==> src/rtl/dec_mul_exp_pkg.sv <==
package dec_mul_exp_pkg;
  typedef struct packed {
    logic rightSel;
    logic underSel;
    logic overSel;
  } shiftStrobe_t;
endpackage

==> src/rtl/dec_mul_exp_ctrl.sv <==
module dec_mul_exp_ctrl
  import dec_mul_exp_pkg::*;
#(
  parameter int XW   = 13,
  parameter int EMIN = 0,
  parameter int EMAX = 767
) (
  input  logic                 clk,
  input  logic                 rstN,
  input  logic signed [XW-1:0] intExpC,
  input  logic signed [XW-1:0] baseExpC,
  output shiftStrobe_t         strobe
);
  localparam logic signed [XW-1:0] EMIN_X = XW'(EMIN);
  localparam logic signed [XW-1:0] EMAX_X = XW'(EMAX);

  // Priority: a deficit before any shift wins, then a deficit after
  // normalising, then an excess.
  always_comb begin
    strobe = '0;
    if (intExpC < EMIN_X)        strobe.rightSel = 1'b1;
    else if (baseExpC < EMIN_X)  strobe.underSel = 1'b1;
    else if (baseExpC > EMAX_X)  strobe.overSel  = 1'b1;
  end

  // at most one adjustment is selected
  p_one_sel_r7: assert property (@(posedge clk) disable iff (!rstN)
    $onehot0({strobe.rightSel, strobe.underSel, strobe.overSel}));
endmodule

==> src/rtl/dec_mul_exp_dp.sv <==
module dec_mul_exp_dp
  import dec_mul_exp_pkg::*;
#(
  parameter int P    = 16,
  parameter int EW   = 10,
  parameter int BIAS = 398,
  parameter int EMIN = 0,
  parameter int EMAX = 767,
  parameter int LZW  = 5,
  parameter int SW   = 6,
  parameter int XW   = 13
) (
  input  logic                 clk,
  input  logic                 rstN,
  input  logic                 inValid,
  input  logic [EW-1:0]        expA,
  input  logic [EW-1:0]        expB,
  input  logic [LZW-1:0]       lzA,
  input  logic [LZW-1:0]       lzB,
  input  shiftStrobe_t         strobe,
  output logic signed [XW-1:0] intExpC,
  output logic signed [XW-1:0] baseExpC,
  output logic                 outValid,
  output logic signed [XW-1:0] prefExp,
  output logic signed [XW-1:0] intExp,
  output logic [SW-1:0]        shiftLeft,
  output logic [SW-1:0]        shiftRight,
  output logic signed [XW-1:0] shiftedExp,
  output logic                 overflow,
  output logic                 underflow
);
  localparam logic signed [XW-1:0] BIAS_X = XW'(BIAS);
  localparam logic signed [XW-1:0] P_X    = XW'(P);
  localparam logic signed [XW-1:0] EMIN_X = XW'(EMIN);
  localparam logic signed [XW-1:0] EMAX_X = XW'(EMAX);
  localparam logic [SW-1:0]        P_S    = SW'(P);
  localparam int                   SAT    = 2 * P + 2;
  localparam logic signed [XW-1:0] SAT_X  = XW'(SAT);

  logic signed [XW-1:0] prefExpC;
  logic signed [XW-1:0] deficit;
  logic [SW-1:0]        lzSum;
  logic [SW-1:0]        baseSla;
  logic [SW-1:0]        slaN;
  logic [SW-1:0]        rsaN;
  logic signed [XW-1:0] shExpN;

  always_comb begin
    prefExpC = $signed(XW'(expA)) + $signed(XW'(expB)) - BIAS_X;
    intExpC  = prefExpC + P_X;
    lzSum    = SW'(lzA) + SW'(lzB);
    baseSla  = (lzSum > P_S) ? P_S : lzSum;
    baseExpC = intExpC - $signed(XW'(baseSla));
    deficit  = EMIN_X - intExpC;
    slaN     = baseSla;
    rsaN     = '0;
    if (strobe.rightSel) begin
      slaN = '0;
      rsaN = (deficit > SAT_X) ? SW'(SAT) : SW'(deficit);
    end else if (strobe.underSel) begin
      slaN = SW'(intExpC - EMIN_X);
    end else if (strobe.overSel) begin
      slaN = lzSum;
    end
    shExpN = intExpC - $signed(XW'(slaN)) + $signed(XW'(rsaN));
  end

  always_ff @(posedge clk) begin
    if (!rstN) begin
      outValid   <= 1'b0;
      prefExp    <= '0;
      intExp     <= '0;
      shiftLeft  <= '0;
      shiftRight <= '0;
      shiftedExp <= '0;
      overflow   <= 1'b0;
      underflow  <= 1'b0;
    end else begin
      outValid <= inValid;
      if (inValid) begin
        prefExp    <= prefExpC;
        intExp     <= intExpC;
        shiftLeft  <= slaN;
        shiftRight <= rsaN;
        shiftedExp <= shExpN;
        overflow   <= strobe.overSel;
        underflow  <= strobe.rightSel | strobe.underSel;
      end
    end
  end

  p_valid_follow_r8: assert property (@(posedge clk) disable iff (!rstN)
    inValid |=> outValid);
  p_hold_r8: assert property (@(posedge clk) disable iff (!rstN)
    !inValid |=> $stable(shiftedExp) && $stable(shiftLeft) && $stable(shiftRight));
  p_sla_clamp_r3: assert property (@(posedge clk) disable iff (!rstN)
    outValid && !overflow |-> shiftLeft <= P_S);
  p_right_only_r6: assert property (@(posedge clk) disable iff (!rstN)
    outValid && shiftRight != '0 |-> underflow && shiftLeft == '0);
  p_right_sat_r6: assert property (@(posedge clk) disable iff (!rstN)
    shiftRight <= SW'(SAT));
  p_in_range_r5: assert property (@(posedge clk) disable iff (!rstN)
    outValid && !overflow && shiftRight == '0 |-> shiftedExp >= EMIN_X);
  p_no_overflow_r4: assert property (@(posedge clk) disable iff (!rstN)
    outValid && !overflow |-> shiftedExp <= EMAX_X);
  p_flags_excl_r7: assert property (@(posedge clk) disable iff (!rstN)
    !(overflow && underflow));
endmodule

==> src/rtl/dec_mul_exp_ctl.sv <==
module dec_mul_exp_ctl
  import dec_mul_exp_pkg::*;
#(
  parameter int P    = 16,
  parameter int EW   = 10,
  parameter int BIAS = 398,
  parameter int EMIN = 0,
  parameter int EMAX = 767,
  localparam int LZW = $clog2(P + 1),
  localparam int SW  = $clog2(2 * P + 3),
  localparam int XW  = EW + 3
) (
  input  logic                 clk,
  input  logic                 rstN,
  input  logic                 inValid,
  input  logic [EW-1:0]        expA,
  input  logic [EW-1:0]        expB,
  input  logic [LZW-1:0]       lzA,
  input  logic [LZW-1:0]       lzB,
  output logic                 outValid,
  output logic signed [XW-1:0] prefExp,
  output logic signed [XW-1:0] intExp,
  output logic [SW-1:0]        shiftLeft,
  output logic [SW-1:0]        shiftRight,
  output logic signed [XW-1:0] shiftedExp,
  output logic                 overflow,
  output logic                 underflow
);
  shiftStrobe_t         strobe;
  logic signed [XW-1:0] intExpC;
  logic signed [XW-1:0] baseExpC;

  dec_mul_exp_ctrl #(.XW(XW), .EMIN(EMIN), .EMAX(EMAX)) i_ctrl (
    .clk(clk), .rstN(rstN), .intExpC(intExpC), .baseExpC(baseExpC),
    .strobe(strobe)
  );

  dec_mul_exp_dp #(.P(P), .EW(EW), .BIAS(BIAS), .EMIN(EMIN), .EMAX(EMAX),
                   .LZW(LZW), .SW(SW), .XW(XW)) i_dp (
    .clk(clk), .rstN(rstN), .inValid(inValid), .expA(expA), .expB(expB),
    .lzA(lzA), .lzB(lzB), .strobe(strobe), .intExpC(intExpC),
    .baseExpC(baseExpC), .outValid(outValid), .prefExp(prefExp),
    .intExp(intExp), .shiftLeft(shiftLeft), .shiftRight(shiftRight),
    .shiftedExp(shiftedExp), .overflow(overflow), .underflow(underflow)
  );
endmodule

==> config.mk <==
export PLATFORM = sky130hd
export DESIGN_NAME = dec_mul_exp_ctl
export DESIGN_NICKNAME = d
export VERILOG_FILES = /design/src/rtl/dec_mul_exp_pkg.sv /design/src/rtl/dec_mul_exp_ctrl.sv /design/src/rtl/dec_mul_exp_dp.sv /design/src/rtl/dec_mul_exp_ctl.sv
export SDC_FILE = /design/constraint.sdc
export NUM_CORES = 1
export LEC_CHECK = 0
export BUFFER_PORTS_ARGS = -buffer_cell sky130_fd_sc_hd__clkbuf_2
export CAP_MARGIN = 25
export CORE_ASPECT_RATIO = 0.6
export CORE_MARGIN = 4
export CORE_UTILIZATION = 35
export CTS_CLUSTER_SIZE = 20
export DETAILED_ROUTE_END_ITERATION = 7
export PLACE_DENSITY = 0.51
export SYNTH_ARGS = -nofsm -noshare
export SYNTH_HDL_FRONTEND = slang
export SYNTH_SLANG_ARGS = --single-unit
==> constraint.sdc <==
create_clock -name clk -period 14 [get_ports clk]
set_input_delay 2.1 -clock clk [delete_from_list [all_inputs] [get_ports clk]]
set_output_delay 2.1 -clock clk [all_outputs]
set_load 0.01 [all_outputs]
## Yosys cells after proc, flatten, opt, wreduce, memory -nomap -nowiden

Cells that the tools add are included.

| word-level totals | value |
|---|---|
| register bits after elaboration | 54 |
| input bits | 33 |
| output and inout bits | 54 |
| word-level logic and storage cells | 33 |

| cells by class | value |
|---|---|
| add/sub/neg operators | 8 |
| order comparisons | 5 |
| muxes and demuxes | 11 |
| bitwise gates (word level) | 1 |

Operator list:

| kind | number |
|---|---|
| two-way mux 6 bit | 6 |
| < comparator 13 x 1 -> 1 bit (second input constant) | 2 |
| subtractor 13 x 7 -> 13 bit | 2 |
| adder 13 x 6 -> 13 bit (second input constant) | 1 |
| adder 13 x 7 -> 13 bit | 1 |
| greater-than comparator 13 x 11 -> 1 bit (second input constant) | 1 |
| greater-than comparator 13 x 7 -> 1 bit (second input constant) | 1 |
| subtractor 1 x 13 -> 13 bit (first input constant) | 1 |
| subtractor 13 x 10 -> 13 bit (second input constant) | 1 |
| adder 10 x 10 -> 11 bit | 1 |
| adder 5 x 5 -> 6 bit | 1 |
| greater-than comparator 6 x 5 -> 1 bit (second input constant) | 1 |
| two-way mux 1 bit | 4 |
| two-way mux 2 bit | 1 |
| bitwise OR 1 bit | 1 |

## Longest topological paths before layout

Gate-level depths: netlist of run 1.

| logic depth | value |
|---|---|
| depth in word-level cells | 13 |
| gate-level depth with buffers | 37 |
| depth with buffers taken out | 36 |

## By module

Synthesis of run 1 repeated with hierarchy kept, for this count alone.

| second synthesis, totals | value |
|---|---|
| cells, all modules | 532 |
| area total of the unflattened synthesis | 4424.2 um2 |

By module, submodules not included:

| module | times used | cells each | area each (um2) | seq. area each (um2) |
|---|---|---|---|---|
| dec_mul_exp_dp | 1 | 528 | 4388.0 | 980.9 |
| dec_mul_exp_ctrl | 1 | 4 | 36.3 | 0.0 |

## Least setup slack after synthesis of run 1

Ideal clock, no wire load.

| path | value |
|---|---|
| kind | input-to-reg |
| start | in expA[0] |
| end | reg i_dp.shiftedExp[12] |
| library setup time | 0.074 ns |
| data arrival time | 9.922 ns |
| required time | 13.926 ns |
| path slack | 4.004 ns |
| stages | 37 |
| path buffers | 3 |
| cells stage by stage | ha_1 -> fa_1 -> xnor2_1 -> inv_1 -> ha_1 -> clkbuf_1 -> a32o_1 -> xnor2_1 -> ha_1 -> buf_1 -> inv_1 -> nor3_1 -> a32o_1 -> a2111o_1 -> ha_1 -> nand2_1 -> nor3_1 -> xnor2_1 -> nor4_1 -> a2111oi_1 -> o31a_1 -> or3_1 -> buf_6 -> or3_1 -> fa_1 -> inv_1 -> ha_1 -> nor2b_1 -> o21ai_0 -> a21oi_1 -> o21ai_0 -> a21oi_1 -> o21ai_0 -> a21oi_1 -> a211oi_1 -> or3_1 -> a31oi_1 |

| on the way | value |
|---|---|
| longest elaborated chain between the ends | 13 |
| elaborated cells between the ends (all ways) | 21 |
| classes of those cells | add/sub: 7; order compare: 4; mux: 10 |

RTL lines:

| what | line | source |
|---|---|---|
| start: declaration | dec_mul_exp_ctl.sv:16 | `input logic [EW-1:0] expA,` |
| adder 10 x 10 -> 11 bit (*) | dec_mul_exp_dp.sv:49 | `prefExpC = $signed(XW'(expA)) + $signed(XW'(expB)) - BIAS_X;` |
| subtractor 13 x 10 -> 13 bit (*) | dec_mul_exp_dp.sv:49 |  |
| named net i_dp.prefExpC[5] | dec_mul_exp_dp.sv:40 | `logic signed [XW-1:0] prefExpC;` |
| adder 13 x 6 -> 13 bit (*) | dec_mul_exp_dp.sv:50 | `intExpC = prefExpC + P_X;` |
| subtractor 13 x 7 -> 13 bit | dec_mul_exp_dp.sv:53 | `baseExpC = intExpC - $signed(XW'(baseSla));` |
| greater-than comparator 13 x 11 -> 1 bit | dec_mul_exp_ctrl.sv:23 | `else if (baseExpC > EMAX_X) strobe.overSel = 1'b1;` |
| two-way mux 1 bit | dec_mul_exp_ctrl.sv:23 |  |
| two-way mux 1 bit | dec_mul_exp_ctrl.sv:22 | `else if (baseExpC < EMIN_X) strobe.underSel = 1'b1;` |
| two-way mux 2 bit | dec_mul_exp_ctrl.sv:21 | `if (intExpC < EMIN_X) strobe.rightSel = 1'b1;` |
| two-way mux 6 bit | dec_mul_exp_dp.sv:62 | `end else if (strobe.overSel) begin` |
| two-way mux 6 bit | dec_mul_exp_dp.sv:60 | `end else if (strobe.underSel) begin` |
| two-way mux 6 bit | dec_mul_exp_dp.sv:57 | `if (strobe.rightSel) begin` |
| subtractor 13 x 7 -> 13 bit | dec_mul_exp_dp.sv:65 | `shExpN = intExpC - $signed(XW'(slaN)) + $signed(XW'(rsaN));` |
| adder 13 x 7 -> 13 bit (*) | dec_mul_exp_dp.sv:65 |  |
| end signal: assignment | dec_mul_exp_dp.sv:85 | `shiftedExp <= shExpN;` |
| end: declaration | dec_mul_exp_dp.sv:28 | `output logic signed [XW-1:0] shiftedExp,` |

The timed path passes the listed nets; every way through them passes the cells marked *.
A chain may end at the register's enable or synchronous reset.

## Worst setup path after layout of run 1

| path | value |
|---|---|
| start | in expA[0] |
| end | reg i_dp.shiftedExp[10] |

The elaborated chain is that of the path after synthesis.

==> summary.md, run 1 <==
Entering global routing, the biggest net connects 47 pins. The class of the worst hold path is flop to flop. Among all flip-flop cells after synthesis, the most frequent one is sky130_fd_sc_hd__dfxtp_1. Across all setup checks in the final design, the least slack found is 3.13 ns. The logs give 20.5% for the sequential element share of the synthesized area and 50 for the sink count of the clock tree.

The slowest library cell on the worst path was sky130_fd_sc_hd__nor3_1. The synthesized design contains 50 register bits. The layout overhead on the synthesized area was 13.5%; the clock slew seen by the registers of the worst setup and hold paths was 0.07 ns.

The cell seen most often among critical-path stages is sky130_fd_sc_hd__ha_1. The run finished with clean final reports. Timing analysis after detailed placement gives a worst setup slack of 2.99 ns.

The tools report the maximum vdd drop as 0.0953 mV. The repair_antennas step left the layout with diodes totalling 0. Post-CTS timing repair inserted 0 buffers for setup.

The worst setup path is captured at a flop. The count of buffers inserted at the top-level ports came out at 86. After the last flow step, the layout net total stands at 753. In the routed design, unresolved DRC markers number 0. Number of max-slew violations in the final report: 0. The combinational family with the most area after synthesis is compound AO/OA/AOI/OAI gates. The number of global-route vias before repair came out at 4245. The most common library cell in the layout ignoring fill and taps was sky130_fd_sc_hd__clkbuf_2.

The class of the most critical setup path was primary input to flop. For this run, the slowest stage of the critical path takes 0.57 ns. The startpoint identified for the worst register-to-register timing path is i_dp.shiftLeft[3]. The synthesized netlist devotes 8.32% of its cell area to XOR and XNOR gates. Combinational logic burns 71.8% of the power. Cell chosen for the clock root: sky130_fd_sc_hd__clkbuf_16. In this run, the clock network consumes 10.9% of the power. Of the cells placed in the final design, the portion with a size suffix greater than 1 is 19.3%. The area of placed instances is 5400 um2. The setup skew after layout is 0 ns, and the utilization after layout is 40.6%. Dividing the detail-routed wire length by the instance count gives 17.4 um.

The tools report the last weighted congestion value of the routability-driven placer as 0.911. The initial utilization of the core area, before any placement, comes to 35.8%. Summing the areas of all compound-gate instances in the mapped netlist gives 26.4% of the synthesized area. The worst setup path is launched from a primary input.

The switching fraction of total power is 49.7%, and the share of power burned in registers is 17.4%. The logs give 0 for the total of max-cap violations and 595 for the post-synthesis cell count. Once placement completed, the tool counted placed cells totaling 831. Of the total synthesized cell area, the portion taken by full adders, half adders and majority gates is 16.0%. The clock period could shrink to 10.87 ns. The net switching power came out at 0.535 mW.

The library cells used most frequently in the layout, excluding fill and tap cells, are sky130_fd_sc_hd__clkbuf_2, sky130_fd_sc_hd__nor2_1, sky130_fd_sc_hd__dfxtp_1. The fraction of the cycle the final worst path needs was 77.6%; the worst-case reg-to-reg path depth was 3. The proportion of synthesized area in mux cells came out at 2.46%. Along the worst hold path, the cell count comes to 2. The final route contains 4665 vias. For this run, the number of Yosys warnings is 0.

For the clock insertion delay at the later pin of the skew report, the log shows 0.29 ns. The horizontal die dimension was 160 um; the I/O pin total was 87. The simple-gate share of the synthesized area is 20.5%, and the headroom to the max-slew limit is 40.1%.

The die covers 15900 um2. The worst hold path begins at i_dp.shiftedExp[4]. The sum of net half-perimeters after detailed placement is 11600 um, and the async set-reset flop share out of synthesis is 0%.

The H-tree generated during clock tree synthesis spans 2 levels. The actual transition at the worst max-transition pin was 0.888 ns; the internal power was 0.541 mW. The maximum clock rate came out at 92.0 MHz.

Dividing the detail-routed via count by the number of cells gives 5.57. Setup violations remaining at the end of the flow were counted as 0. The static power due to leakage was 2.43 nW; the critical-path maximum fanout was 9. Power spread over the standard cell area amounts to 194 nW/um2. The first detailed-routing pass took 5 iterations. The initial antenna violation count is 0. The logs give 2 for the worst-case clock buffer depth and 0 for the number of routed nets with antenna violations. The logs give 23100 um for the first-pass GRT wire length and 0.465 ns for the worst hold margin.

Setup repair after global routing left no endpoint under its margin. Counting the buffers created by CTS gives 5. The number of gates resized after CTS was 0.

The detailed router finished its first iteration with 326 violations. The total overflow reported by the global router is 0, and the signal arrival time at the worst endpoint is 11.03 ns. The area of the core came out at 13600 um2. The finished cells cover 5530 um2. The tools report the reg-to-reg critical path endpoint as i_dp.shiftLeft[3]. The post-synthesis net count is 685.

The logs give 14600 um for the final wirelength and 14.17 ns for the required time of the critical path. Hold repair after CTS inserted 0 buffers. Each instance of the synthesized netlist takes up on average 8.19 um2. The initialized floorplan defines 33 standard-cell rows. Total global routing track utilization: 17.8%. TritonCTS built the clock tree. The floorplan step set the die height to 99.4 um. Adding up every negative setup slack in the final design gives 0 ns. Counting distinct cell types in the post-synthesis netlist gives 83.

The post-synth design cell area is 4870 um2, and the number of flops mapped to enable cells by yosys is 0. The number of hold violations in the final report is 0. The worst hold path terminates at i_dp.shiftedExp[4]. The design draws 1.08 mW. The reg2reg setup slack is 13.03 ns. The run gives 838 as the post-layout instance count excluding filler cells.
-- synthesized netlist by cell type, types with 4 or more instances --
master                     count  area [um2]
sky130_fd_sc_hd__nor2_1       61         229
sky130_fd_sc_hd__dfxtp_1      50        1000
sky130_fd_sc_hd__ha_1         48         601
sky130_fd_sc_hd__nand2_1      44         165
sky130_fd_sc_hd__a21oi_1      39         195
sky130_fd_sc_hd__inv_1        29         109
sky130_fd_sc_hd__o21ai_0      26         130
sky130_fd_sc_hd__xnor2_1      26         228
sky130_fd_sc_hd__nand3_1      22         110
sky130_fd_sc_hd__nor3_1       15        75.1
sky130_fd_sc_hd__clkbuf_1     14        52.6
sky130_fd_sc_hd__a211oi_1     12        90.1
sky130_fd_sc_hd__mux2i_1      12         120
sky130_fd_sc_hd__a21o_1        9        67.6
sky130_fd_sc_hd__fa_1          9         180
sky130_fd_sc_hd__and2_1        8        50.1
sky130_fd_sc_hd__nor2b_1       7        43.8
sky130_fd_sc_hd__or2_2         7        43.8
sky130_fd_sc_hd__xor2_1        7        61.3
sky130_fd_sc_hd__a311oi_1      6        52.6
sky130_fd_sc_hd__a31oi_1       6        37.5
sky130_fd_sc_hd__o211ai_1      6        45.0
sky130_fd_sc_hd__or3_1         6        37.5
sky130_fd_sc_hd__a32o_1        5        50.1
sky130_fd_sc_hd__buf_4         5        37.5
sky130_fd_sc_hd__nand2b_1      5        31.3
sky130_fd_sc_hd__nor4_1        5        31.3
sky130_fd_sc_hd__a22o_1        4        35.0
sky130_fd_sc_hd__buf_2         4        20.0
sky130_fd_sc_hd__o31ai_1       4        30.0
sky130_fd_sc_hd__o41ai_1       4        35.0
-- registers in the layout, indices dropped and copies added, names as in the netlist --
name and count:
i_dp.shiftedExp 13, i_dp.prefExp 9, i_dp.shiftRight 6, i_dp.underflow 1, i_dp.overflow 1, i_dp.shiftLeft 6, i_dp.intExp 13, i_dp.outValid 1
-- kinds of logic (layout without fill, tap and decap cells) --
group,Yosys count,count (layout)
AND/OR/NAND/NOR,202,202
AO/OA/AOI/OAI,172,172
other,1,1
adder cells (fa/ha/maj),57,57
multiplexers,12,12
XOR/XNOR,39,39
buffers and inverters,62,130
flip-flops,50,50
-- critical path, delay by kind of cell --
family,cells,cell delay (ns)
AND/OR/NAND/NOR,7,2.37
AO/OA/AOI/OAI,13,2.81
XOR/XNOR,4,0.92
adder cells (fa/ha/maj),7,2.42
buffers and inverters,4,0.38
-- worst max-delay path by stage --
stage               cells past startpoint  startpoint                   to
global route                           35     expA[0]  i_dp.shiftedExp[10]
global placement                       35     expA[0]  i_dp.shiftedExp[11]
finish                                 35     expA[0]  i_dp.shiftedExp[10]
CTS                                    35     expA[0]  i_dp.shiftedExp[11]
detailed placement                     35     expA[0]  i_dp.shiftedExp[11]
floorplan                              37     expA[0]  i_dp.shiftedExp[12]
-- routing by layer --
layer / share of wire [%] / wire length (um) / track usage, % / vias to the layer above
li1: - / - / - / 2321
met1: 55 / 8060 / 28.9 / 2193
met2: 39 / 5650 / 24.7 / 143
met3: 5.7 / 835 / 3.44 / 8
met4: 0.47 / 69 / 2.05 / 0
met5: 0 / 0 / 0 / -
-- power by group through the flow --
| stage | Clock, mW | Sequential, mW | Combinational [mW] |
|---|---|---|---|
| 2_1_floorplan | 0 | 0.201 | 0.558 |
| 3_3_place_gp | 0 | 0.189 | 0.756 |
| 3_5_place_dp | 0 | 0.190 | 0.761 |
| 4_1_cts | 0.121 | 0.187 | 0.770 |
| 5_1_grt | 0.126 | 0.191 | 0.866 |
| 6_report | 0.117 | 0.187 | 0.772 |
-- area by class of cell --
| cell class | count | area, um2 |
|---|---|---|
| clock inverter | 2 | 10.0 |
| timing repair buffer | 90 | 460 |
| fill | 1414 | 8090 |
| inverter | 33 | 124 |
| clock buffer | 5 | 125 |
| sequential | 50 | 1000 |
| tap | 175 | 219 |
| multi-input combinational | 483 | 3590 |
Note: power is estimated with default switching activity, not from simulation.
==> inputs of run 2 (changes only) <==
--- a/config.mk
+++ b/config.mk
@@ -5,6 +5,7 @@
 export SDC_FILE = /design/constraint.sdc
 export NUM_CORES = 1
 export LEC_CHECK = 0
+export ABC_AREA = 1
 export BUFFER_PORTS_ARGS = -buffer_cell sky130_fd_sc_hd__clkbuf_2
 export CAP_MARGIN = 25
 export CORE_ASPECT_RATIO = 0.6
@@ -12,7 +13,7 @@
 export CORE_UTILIZATION = 35
 export CTS_CLUSTER_SIZE = 20
 export DETAILED_ROUTE_END_ITERATION = 7
-export PLACE_DENSITY = 0.51
+export PLACE_DENSITY = 0.54
 export SYNTH_ARGS = -nofsm -noshare
 export SYNTH_HDL_FRONTEND = slang
 export SYNTH_SLANG_ARGS = --single-unit
==> constraint.sdc (replaced) <==
create_clock -name clk -period 8.8 [get_ports clk]
set_input_delay 1.32 -clock clk [delete_from_list [all_inputs] [get_ports clk]]
set_output_delay 1.32 -clock clk [all_outputs]
set_load 0.01 [all_outputs]
==> run 2 against run 1 <==
Sequential share of layout area up 1.5 points. Synthesized area down 10%. Global-route usage down 1.8 points. Core utilization up 1.4 points. Setup slack worse by 2.3 ns. Critical path depth up 10. Count of clock-buffer cells in the layout up 2. First-iteration DRC count down 38%. Sequential power up 58%. Clock power up 73%. Clock skew unchanged.
==> summary.md, run 2 <==
The run finished with clean final reports. The total overflow reported by the global router came out at 0 (unchanged). The run gives 0 (unchanged) as the number of hold buffers added after CTS. The clock insertion delay at the later pin of the skew report is 0.29 ns (about the same). The total CTS buffers is 5 (unchanged). The largest registers in the layout are i_dp.intExp: 13 flops, i_dp.shiftedExp: 13 flops, i_dp.prefExp: 9 flops. The area growth from synthesis to layout is 16.8%. The worst setup path is captured at a flop. The run gives 660 (+11%) as the post-synthesis cell count. Leaving out fill and tap cells, the most frequent cell in the layout is sky130_fd_sc_hd__nand2_1. The synthesized design spends more area on one cell type than any other, namely sky130_fd_sc_hd__dfxtp_1. The worst register-to-register path begins at i_dp.shiftedExp[11]. For the number of unique standard cell types used by synthesis, the log shows 40 (-52%). TritonCTS built the clock tree. The slowest library cell on the worst path is sky130_fd_sc_hd__fa_2. The share of power burned in registers was 21.8% (+4.4 points). The run gives 8.12 ns (-2.91 ns) as the signal arrival time at the worst endpoint. The horizontal die dimension is 152 um (-5.1%). By instance count, the cell type seen most on the critical path is sky130_fd_sc_hd__nand2_1. The post-CTS setup repair buffer count is 0 (unchanged). The mean post-synth cell area is 6.62 um2 (-19%), and the area of the core is 12100 um2 (-11%). The warning count from the yosys run was 0 (unchanged).

The number of vias per cell was 4.60 (-17%). The logs give 0 ns (unchanged) for the setup TNS and 16.0% (-1.8 points) for the total global routing track utilization. The number of max-slew violations in the final report was 0 (unchanged).

The critical path starts at expA[0]. The tools report the clock network fraction of total power as 14.9% (+4.0 points). Most used standard cell by instance count after synthesis: sky130_fd_sc_hd__nand2_1. The number of hold violations in the final report came out at 0 (unchanged).

The logs give 2 (unchanged) for the number of levels the H-tree was split into and 8.12 ns (-4.91 ns) for the reg2reg setup slack. The logs give 203 (-38%) for the number of DRC violations after detailed-routing iteration 0 and 0 (unchanged) for the initial antenna violation count. The antenna diode instance count is 0 (unchanged). In the synthesized netlist the dominant register cell turns out to be sky130_fd_sc_hd__dfxtp_1.

The logs give 0 (unchanged) for the count of instances resized after the clock tree is built and 0.653 mW (+22%) for the net switching power. The top cell types in the final layout, fill and taps aside, are sky130_fd_sc_hd__nand2_1, sky130_fd_sc_hd__inv_1, sky130_fd_sc_hd__clkbuf_2. The root buffer cell chosen for the clock tree is sky130_fd_sc_hd__clkbuf_16.

The sum of net half-perimeters after detailed placement is 9230 um (-21%), and the post-synthesis net count is 750 (+9.5%). The total power density per cell area was 265 nW/um2 (+37%); the maximum vdd drop was 0.104 mV (+9.2%). Final critical-path required period: 7.92 ns. The internal power is 0.701 mW (+30%), and the count of buffers inserted at the top-level ports is 86 (unchanged). The worst hold path belongs to the class flop to flop. The worst path uses 90.0% of the clock period. Count of TritonRoute iterations in the first routing pass: 5 (unchanged). The sequential element share of the synthesized area is 22.9% (+2.4 points). Number of flops mapped to enable cells by yosys: 0 (unchanged). The die outline height is 94.5 um (-4.9%). Setup repair after global routing left no endpoint under its margin. The clock slew seen by the registers of the worst setup and hold paths was 0.07 ns (about the same); the number of remaining DRC errors was 0 (unchanged). The run gives 63.2% (-8.6 points) as the share of total power in combinational logic. The switching fraction of total power is 48.2% (-1.5 points), and the number of synthesized register bits is 50 (unchanged). Startpoint kind of the worst setup timing path: a primary input. Last weighted congestion value of the routability-driven placer: 0.831 (-8.8%).

The mean routed wirelength per cell is 12.5 um (-28%). The sum of internal, switching and leakage power was 1.35 mW (+26%); the critical-path maximum fanout was 12 (+3). Worst-case reg-to-reg path depth: 4 (+1). The run gives 8.99 ns (-5.18 ns) as the required time of the critical path. The reg-to-reg critical path endpoint was i_dp.shiftedExp[11]. The logs give 4370 um2 (-10%) for the post-synth design cell area and 0 (unchanged) for the number of routed nets with antenna violations.

The final net count is 831 (+10%). Ranked by total cell area, the synthesized netlist is headed by sky130_fd_sc_hd__dfxtp_1, sky130_fd_sc_hd__nand2_1, sky130_fd_sc_hd__ha_1, sky130_fd_sc_hd__inv_1, sky130_fd_sc_hd__nor2_1. The utilization after layout was 42.0% (+1.4 points); the setup skew after layout was 0 ns (unchanged).

The first-pass GRT wire length was 18900 um (-18%). The static power due to leakage came out at 2.83 nW (+17%). The pin count of the biggest net entering global routing is 34 (-28%), and the maximum single-stage delay on the critical path is 0.63 ns (+0.06 ns). The tools report the final wirelength as 11300 um (-22%). The run gives 0 (unchanged) as the number of setup violations in the final report. The maximum clock rate came out at 126 MHz. The tools report the number of vias in the routed layout as 4170 (-11%). The most critical setup path has its endpoint at i_dp.shiftedExp[12]. The share of layout cells above drive strength 1 was 18.3% (-0.98 points); the area share of the leading cell type in the synthesized netlist was 22.9% (+2.4 points).

The number of global-route vias before repair was 4026 (-5.2%); the I/O pin total was 87 (unchanged). By startpoint and endpoint, the worst setup path is classified as primary input to flop. For the row count, the log shows 31 (-6.1%). Async set-reset flop share out of synthesis: 0% (unchanged). The sink count of the clock tree is 50 (unchanged).

The total of max-cap violations was 0 (unchanged). The run gives 36.0% (+0.21 points) as the starting density of the core. The logs give 2 (unchanged) for the worst-case clock buffer depth and 14400 um2 (-9.7%) for the die area. By count the netlist is led by sky130_fd_sc_hd__nand2_1, sky130_fd_sc_hd__inv_1, sky130_fd_sc_hd__nor2_1, sky130_fd_sc_hd__dfxtp_1, sky130_fd_sc_hd__ha_1.
## run 2: cell count changes after synthesis, moves of 14 or more
cell / previous run / this run
sky130_fd_sc_hd__nand2_2: 0 / 14
sky130_fd_sc_hd__a21oi_1: 39 / 19
sky130_fd_sc_hd__o21ai_0: 26 / 41
sky130_fd_sc_hd__nand2_1: 44 / 199
sky130_fd_sc_hd__xnor2_1: 26 / 4
sky130_fd_sc_hd__inv_1: 29 / 90
sky130_fd_sc_hd__nand3_1: 22 / 40
## run 2: power by group through the flow
stage | sequential [mW] | clock, mW | combinational [mW]
finish | 0.296 | 0.202 | 0.856
floorplan | 0.319 | 0 | 0.625
detailed placement | 0.302 | 0 | 0.853
global route | 0.302 | 0.219 | 0.996
CTS | 0.297 | 0.208 | 0.860
global placement | 0.300 | 0 | 0.848
## run 2: kinds of logic (layout without fill, tap and decap cells)
kind of cell	after synthesis	in the layout	synth area share [%]
DFF	50	50	22.9
AOI/OAI and AO/OA	76	76	9.54
other	1	1	0.0858
and+or+nand+nor	342	342	35.0
buffers and inverters	114	196	10.2
adders and majority gates	57	57	17.9
xor gates and xnor gates	20	20	4.44
## run 2: final cells by class
cell class	instances	area, um2
Fill cell	1307	7040
Inverter	100	375
Clock inverter	1	5.00
Multi-Input combinational cell	496	2930
Sequential cell	50	1000
Timing Repair Buffer	88	445
Clock buffer	7	143
Tap cell	165	206
## run 2: through the flow
step / hold WS (ns) / setup slack [ns] / cells / cell area (um2)
after floorplan: 0.476 / 1.46 / 660 / 4370
after global placement: 0.438 / 0.654 / 899 / 4950
after detailed placement: 0.446 / 0.449 / 899 / 4950
after CTS: 0.460 / 0.745 / 907 / 5100
after global routing: 0.467 / 0.0378 / 907 / 5100
final: 0.457 / 0.876 / 907 / 5100
## run 2: worst min path at each step
stage                       start                  to  cells past startpoint
5_1_grt        i_dp.shiftRight[0]  i_dp.shiftRight[0]                      2
2_1_floorplan   i_dp.shiftLeft[0]   i_dp.shiftLeft[0]                      2
4_1_cts         i_dp.shiftLeft[4]   i_dp.shiftLeft[4]                      2
6_report        i_dp.shiftLeft[4]   i_dp.shiftLeft[4]                      2
3_5_place_dp    i_dp.shiftLeft[1]   i_dp.shiftLeft[1]                      2
3_3_place_gp    i_dp.shiftLeft[1]   i_dp.shiftLeft[1]                      2
## run 2: routing by layer
| layer | track usage (%) | wire (um) |
|---|---|---|
| met1 | 23.0 | 6060 |
| met2 | 24.7 | 4540 |
| met3 | 3.80 | 663 |
| met4 | 3.29 | 80 |
| met5 | 0 | 0 |
## run 2: critical path, delay by kind of cell
family	cells	cell delay, ns
compound gates	4	0.68
buf+inv	6	0.48
simple gates	27	3.02
fa+ha+maj	7	2.49
xor+xnor	1	0.13
